**config.mk**
```make
export PLATFORM = sky130hd
export DESIGN_NAME = brtrace_hist
export DESIGN_NICKNAME = d
export VERILOG_FILES = /design/src/rtl/brt_pkg.sv /design/src/rtl/brt_ctrl.sv /design/src/rtl/brt_lifo.sv /design/src/rtl/brt_rd_seq.sv /design/src/rtl/brtrace_hist.sv
export SDC_FILE = /design/constraint.sdc
export NUM_CORES = 2
export LEC_CHECK = 0
export ABC_AREA = 1
export BUFFER_PORTS_ARGS = -buffer_cell sky130_fd_sc_hd__clkbuf_2
export CAP_MARGIN = 20
export CORE_MARGIN = 5
export CORE_UTILIZATION = 45
export CTS_CLUSTER_SIZE = 14
export DETAILED_ROUTE_END_ITERATION = 6
export PLACE_DENSITY_LB_ADDON = 0.1
export SETUP_SLACK_MARGIN = 0.05
export SYNTH_ARGS = -nofsm -noshare
export SYNTH_HDL_FRONTEND = slang
export SYNTH_SLANG_ARGS = --single-unit
```
**constraint.sdc**
```tcl
create_clock -name clk -period 19.74 [get_ports clk]
set_input_delay 2.961 -clock clk [delete_from_list [all_inputs] [get_ports clk]]
set_output_delay 2.961 -clock clk [all_outputs]
set_load 0.01 [all_outputs]
```
**src/rtl/brt_pkg.sv**
```systemverilog
package brt_pkg;

  // Register select decode. The numeric values are visible to software.
  typedef enum logic [1:0] {
    REG_CTRL = 2'd0,
    REG_STAT = 2'd1,
    REG_DATA = 2'd2,
    REG_NONE = 2'd3
  } brt_reg_e;

  // Control bit positions.
  localparam int CTL_W        = 4;
  localparam int CTL_POWER    = 0;
  localparam int CTL_ENABLE   = 1;
  localparam int CTL_KEEP_OLD = 2;
  localparam int CTL_SQUASH   = 3;

  // Circular pointer stepping for a ring of 'depth' slots.
  function automatic int ring_next(input int p, input int depth);
    return (p >= depth - 1) ? 0 : p + 1;
  endfunction

  function automatic int ring_prev(input int p, input int depth);
    return (p == 0) ? depth - 1 : p - 1;
  endfunction

  // Occupancy after one push: saturates at depth (oldest is overwritten).
  function automatic int fill_after_push(input int fill_now, input int depth);
    return (fill_now >= depth) ? depth : fill_now + 1;
  endfunction

endpackage

```
**src/rtl/brt_ctrl.sv**
```systemverilog
module brt_ctrl
  import brt_pkg::*;
(
  input  logic             clk,
  input  logic             rst_n,
  input  logic [1:0]       reg_addr,
  input  logic             reg_wr,
  input  logic [CTL_W-1:0] wr_bits,
  output logic [CTL_W-1:0] ctrl_q,
  output logic             trace_on,
  output logic             keep_old,
  output logic             squash_repeat,
  output logic             flush
);

  logic ctrl_wr;

  assign ctrl_wr = reg_wr && (reg_addr == REG_CTRL);
  // A control write that drops power empties the history.
  assign flush   = ctrl_wr && !wr_bits[CTL_POWER];

  always_ff @(posedge clk or negedge rst_n) begin
    if (!rst_n) begin
      ctrl_q <= '0;
    end else if (ctrl_wr) begin
      ctrl_q <= wr_bits;
    end
  end

  assign trace_on      = ctrl_q[CTL_POWER] && ctrl_q[CTL_ENABLE];
  assign keep_old      = ctrl_q[CTL_KEEP_OLD];
  assign squash_repeat = ctrl_q[CTL_SQUASH];

endmodule

```
**src/rtl/brt_lifo.sv**
```systemverilog
module brt_lifo
  import brt_pkg::*;
#(
  parameter int AW    = 32,
  parameter int DEPTH = 16,
  localparam int PW   = (DEPTH > 1) ? $clog2(DEPTH) : 1,
  localparam int FW   = $clog2(DEPTH + 1)
) (
  input  logic          clk,
  input  logic          rst_n,
  input  logic          push_req,
  input  logic          pop,
  input  logic          flush,
  input  logic          keep_old,
  input  logic          squash_repeat,
  input  logic [AW-1:0] in_src,
  input  logic [AW-1:0] in_dst,
  output logic [AW-1:0] top_src,
  output logic [AW-1:0] top_dst,
  output logic [FW-1:0] fill,
  output logic          push_acc
);

  typedef struct packed {
    logic [AW-1:0] src;
    logic [AW-1:0] dst;
  } pair_t;

  pair_t         slots [DEPTH];
  logic [PW-1:0] wptr;       // next free slot; newest sits just below it
  logic [PW-1:0] top_idx;
  logic [PW-1:0] base;       // slot a push lands in after any same-cycle pop
  logic [PW-1:0] below_base;
  logic [FW-1:0] fill_mid;   // occupancy after the pop, before the push
  logic          full_mid;
  logic          is_repeat;

  assign top_idx    = PW'(ring_prev(int'(wptr), DEPTH));
  assign top_src    = slots[top_idx].src;
  assign top_dst    = slots[top_idx].dst;

  // Read is resolved first: a pop frees the newest slot for this cycle's push.
  assign base       = pop ? top_idx : wptr;
  assign fill_mid   = pop ? (fill - FW'(1)) : fill;
  assign below_base = PW'(ring_prev(int'(base), DEPTH));
  assign full_mid   = (fill_mid == FW'(DEPTH));
  assign is_repeat  = (fill_mid != '0) &&
                      (slots[below_base].src == in_src) &&
                      (slots[below_base].dst == in_dst);

  assign push_acc = push_req && !flush &&
                    !(full_mid && keep_old) &&
                    !(squash_repeat && is_repeat);

  always_ff @(posedge clk or negedge rst_n) begin
    if (!rst_n) begin
      wptr <= '0;
      fill <= '0;
    end else if (flush) begin
      wptr <= '0;
      fill <= '0;
    end else if (push_acc) begin
      wptr <= PW'(ring_next(int'(base), DEPTH));
      fill <= FW'(fill_after_push(int'(fill_mid), DEPTH));
    end else if (pop) begin
      wptr <= base;
      fill <= fill_mid;
    end
  end

  // Storage carries no reset; occupancy alone says which slots are live.
  always_ff @(posedge clk) begin
    if (push_acc) begin
      slots[base] <= '{src: in_src, dst: in_dst};
    end
  end

endmodule

```
**src/rtl/brt_rd_seq.sv**
```systemverilog
module brt_rd_seq
  import brt_pkg::*;
#(
  parameter int AW = 32,
  parameter int FW = 5
) (
  input  logic             clk,
  input  logic             rst_n,
  input  logic [1:0]       reg_addr,
  input  logic             reg_rd,
  input  logic [FW-1:0]    fill,
  input  logic [AW-1:0]    top_src,
  input  logic [AW-1:0]    top_dst,
  input  logic [CTL_W-1:0] ctrl_q,
  input  logic             flush,
  input  logic             push_acc,
  output logic             data_rd,
  output logic             pop,
  output logic             word_sel,
  output logic [AW-1:0]    rd_data
);

  logic          nonempty;
  logic [AW-1:0] rd_next;

  assign data_rd  = reg_rd && (reg_addr == REG_DATA);
  assign nonempty = (fill != '0);
  // The origin word completes the entry and removes it.
  assign pop      = data_rd && nonempty && word_sel;

  always_comb begin
    rd_next = '0;
    if (reg_rd) begin
      case (reg_addr)
        REG_CTRL: rd_next = AW'(ctrl_q);
        REG_STAT: rd_next = AW'(fill);
        REG_DATA: rd_next = !nonempty ? '0 : (word_sel ? top_src : top_dst);
        default:  rd_next = '0;
      endcase
    end
  end

  always_ff @(posedge clk or negedge rst_n) begin
    if (!rst_n) begin
      word_sel <= 1'b0;
      rd_data  <= '0;
    end else begin
      rd_data <= rd_next;
      if (flush || push_acc) begin
        word_sel <= 1'b0;
      end else if (data_rd && nonempty) begin
        word_sel <= !word_sel;
      end
    end
  end

endmodule

```
**src/rtl/brtrace_hist.sv**
```systemverilog
module brtrace_hist
  import brt_pkg::*;
#(
  parameter int AW    = 32,
  parameter int DEPTH = 16,
  localparam int FW   = $clog2(DEPTH + 1)
) (
  input  logic          clk,
  input  logic          rst_n,
  input  logic          cap_valid,
  input  logic [AW-1:0] cap_src,
  input  logic [AW-1:0] cap_dst,
  input  logic [1:0]    bus_addr,
  input  logic          bus_wr,
  input  logic          bus_rd,
  input  logic [AW-1:0] bus_wdata,
  output logic [AW-1:0] bus_rdata
);

  // Named internal events, used by the bound checker.
  logic [CTL_W-1:0] ctrl_q;
  logic             trace_on;
  logic             keep_old;
  logic             squash_repeat;
  logic             flush;
  logic [FW-1:0]    fill;
  logic [AW-1:0]    top_src;
  logic [AW-1:0]    top_dst;
  logic             push_acc;
  logic             data_rd;
  logic             pop;
  logic             word_sel;
  logic             unused_wdata;

  assign unused_wdata = ^bus_wdata[AW-1:CTL_W];

  brt_ctrl u_ctrl (
    .clk           (clk),
    .rst_n         (rst_n),
    .reg_addr      (bus_addr),
    .reg_wr        (bus_wr),
    .wr_bits       (bus_wdata[CTL_W-1:0]),
    .ctrl_q        (ctrl_q),
    .trace_on      (trace_on),
    .keep_old      (keep_old),
    .squash_repeat (squash_repeat),
    .flush         (flush)
  );

  brt_lifo #(.AW(AW), .DEPTH(DEPTH)) u_lifo (
    .clk           (clk),
    .rst_n         (rst_n),
    .push_req      (cap_valid && trace_on),
    .pop           (pop),
    .flush         (flush),
    .keep_old      (keep_old),
    .squash_repeat (squash_repeat),
    .in_src        (cap_src),
    .in_dst        (cap_dst),
    .top_src       (top_src),
    .top_dst       (top_dst),
    .fill          (fill),
    .push_acc      (push_acc)
  );

  brt_rd_seq #(.AW(AW), .FW(FW)) u_rd (
    .clk      (clk),
    .rst_n    (rst_n),
    .reg_addr (bus_addr),
    .reg_rd   (bus_rd),
    .fill     (fill),
    .top_src  (top_src),
    .top_dst  (top_dst),
    .ctrl_q   (ctrl_q),
    .flush    (flush),
    .push_acc (push_acc),
    .data_rd  (data_rd),
    .pop      (pop),
    .word_sel (word_sel),
    .rd_data  (bus_rdata)
  );

endmodule

```
==> results.cfg <==
[clock_tree]
post_cts_resized = 0
cts_made_buffers = 121
cts.clk_slew.worst_paths_ns = 0.05
hold_buffers = 0
h-tree-depth = 3
cts_root_buffer = clkbuf_16
tritoncts = done
post_cts.repair.setup_buffers = 0
clk_path_buf_depth = 3
cts.sinks = 1070
clock_latency_ns = 0.72

[final_layout]
layout_commonest_cell = nand2_1
synthToLayoutAreaGrowth_pct = 10.5
final_nets = 5627
num-fill-cells = 10700
drive_gt1_frac = 0.0826
post-route-cell-area_sq_um = 59400
mostFrequentLayoutCells = nand2_1 (1,531), nand3_1 (1,246), edfxtp_1 (1,024), a21oi_1 (274), o21ai_0 (225)

[placement]
dpl-instance-area_sq_um = 55300
post-dp-hpwl_um = 99900
gp_congestion = 0.834
dp_slack_ns = 6.99
io_buffer_count = 106

[synth]
synthTopCellsByArea = edfxtp_1 (57%), nand3_1 (12%), nand2_1 (11%)
ys.flop_type = edfxtp_1
ys_types = 49
synth_seq_cells = 1070
synth_edf_count = 1024
synth_warnings = 0
synth_cells = 5653
syn_area_sq_um = 53700
async_reset_ff_frac = 0.0430
synthesis.nets = 5766
ys_seq_area_frac = 0.594
synth_top_cell_by_area = edfxtp_1
synth_top_area_frac = 0.572
synth_area_per_cell_sq_um = 9.50

[critical_path]
startpoint_type = input port
path_class = input port to flip-flop
cpMaxStageDelayCell = o21ai_1
cp_data_arrival_time_ns = 12.52
reg2regPathDepth = 28
worstPathRequired_ns = 20.05
reg2reg_from = u_lifo.wptr[0]$_DFFE_PN0P_
cp_slowest_stage_delay_ns = 0.91
end_kind = flip-flop
crit_fanout = 78
path_delay_family = simple AND/OR/NAND/NOR gates
r2r_end = u_lifo.slots[3][63]$_DFFE_PP_
reg2reg_slack_ns = 9.13
crit_buf_inv = 9

[detailed_routing]
dr.pass1.iters = 6
drt_wl_total_um = 194000
drc_errors = 0
ant_nets = 0
via_per_inst = 6.22
detail_route.wl_per_cell_um = 26.9
num_vias = 45000
drtIter0Drc = 5110

[sta]
timing.setup.tns_ns = 0
fin_skew_ns = 0.0315
max-slew-margin-rel = 0.224
rsz0062_at_grt = no
worst_slack_ns = 7.53
setup_viol = 0
fin_hold_ws_ns = 0.529
maxSlewViolCount = 0
fin_crit_sh = 0.619
fmax_ghz = 0.0819
tightest_slew_ns = 1.16
fin_crit_ns = 12.21
finalHoldViolCount = 0

[global_routing]
grt_start_max_net_pins = 183
grt_pass1_wl_um = 282000
overflow = 0
antenna_found_initial = 13
grt_pass1_vias = 42200
track_usage = 0.299

[floorplan]
ios = 135
chipHeight_um = 356
fp.coreArea_sq_um = 118000
rows = 126
fp.dieW_um = 356
start_util = 0.454
die_area_sq_um = 126000

[job]
drv_cap = 0

[worst_hold_path]
hold_path_depth = 2
worstHoldStart = u_ctrl.ctrl_q[0]$_DFFE_PN0P_
hold_end = u_ctrl.ctrl_q[0]$_DFFE_PN0P_
hold_class = flip-flop to flip-flop

[status]
status = complete, no violations
==> cell usage after synthesis (4+ instances only) <==
cell type / n
o21ai_1: 20
buf_2: 151
buf_4: 4
dfrtp_1: 46
xor2_1: 4
clkbuf_1: 247
a32o_1: 92
buf_1: 48
inv_2: 10
o211ai_1: 131
ha_1: 10
buf_6: 6
nand4_1: 7
a21oi_1: 274
o22ai_1: 28
o21ai_0: 225
nor2_2: 4
or2_2: 17
o311ai_0: 16
nand2_1: 1534
inv_1: 169
a32oi_1: 9
o221ai_1: 30
a221oi_1: 7
edfxtp_1: 1024
nand3_1: 1247
nor2_1: 165
a22oi_1: 10
o32ai_1: 7
nand2_4: 6
nor3_1: 7
and3_1: 19
nand2_2: 4
a31oi_1: 15
nand3b_1: 33
==> layout make-up <==
class	instances	area, sq um	area share
well taps	1600	2000	0.0337
flip-flops and latches	1070	31900	0.537
diodes	9	22.5	0.000379
clock inverters	68	733	0.0124
repair buffers	194	1280	0.0216
inverters	183	731	0.0123
clock buffers	159	3310	0.0558
multi-input cells	3944	19400	0.326
==> routing by layer <==
metal	up-vias	part of all wire	track usage
met5	-	0.00018	0
li1	20000	-	-
met1	22000	0.40	0.407
met2	2469	0.46	0.480
met4	6	0.040	0.118
met3	480	0.094	0.0497
==> cell families after synthesis <==
logic type | synth area share
mux | 0.00100
buf+inv | 0.0493
compound gates | 0.103
flops | 0.594
xor+xnor | 0.00128
fa+ha+maj | 0.00233
simple gates | 0.250
==> stage by stage <==
| step | utilization | cells |
|---|---|---|
| detailed placement | 0.467 | 6991 |
| global route | 0.501 | 7220 |
| global placement | 0.467 | 6991 |
| CTS | 0.501 | 7218 |
| floorplan | - | 5653 |
| finish | 0.501 | 7227 |
==> worst min-delay path, cell delays in order, from the launching register on <==
cell	delay [ns]
dfrtp_1	0.36
a21oi_1	0.05
nor2_1	0.08
==> worst max path at each step <==
stage,endpoint,slack [ns],cells after the start,from
floorplan,u_lifo.slots[10][0]$_DFFE_PP_,10.74,26,bus_addr[0]
global placement,u_lifo.slots[3][9]$_DFFE_PP_,7.02,30,bus_addr[0]
detailed placement,u_lifo.slots[1][61]$_DFFE_PP_,6.99,30,bus_addr[0]
CTS,u_lifo.slots[1][43]$_DFFE_PP_,7.72,30,bus_addr[0]
global route,u_lifo.slots[1][43]$_DFFE_PP_,7.19,30,bus_addr[0]
finish,u_lifo.slots[3][63]$_DFFE_PP_,7.53,30,bus_addr[0]
==> sequential cells by signal, summed over array words and instances, names as in the netlist <==
register       count
u_lifo.slots    1024
u_rd.rd_data      32
u_lifo.fill        5
u_ctrl.ctrl_q      4
u_lifo.wptr        4
u_rd.word_sel      1
Power is not shown: default switching activity piles up to over one toggle a cycle in this logic, so the estimate is an artifact.
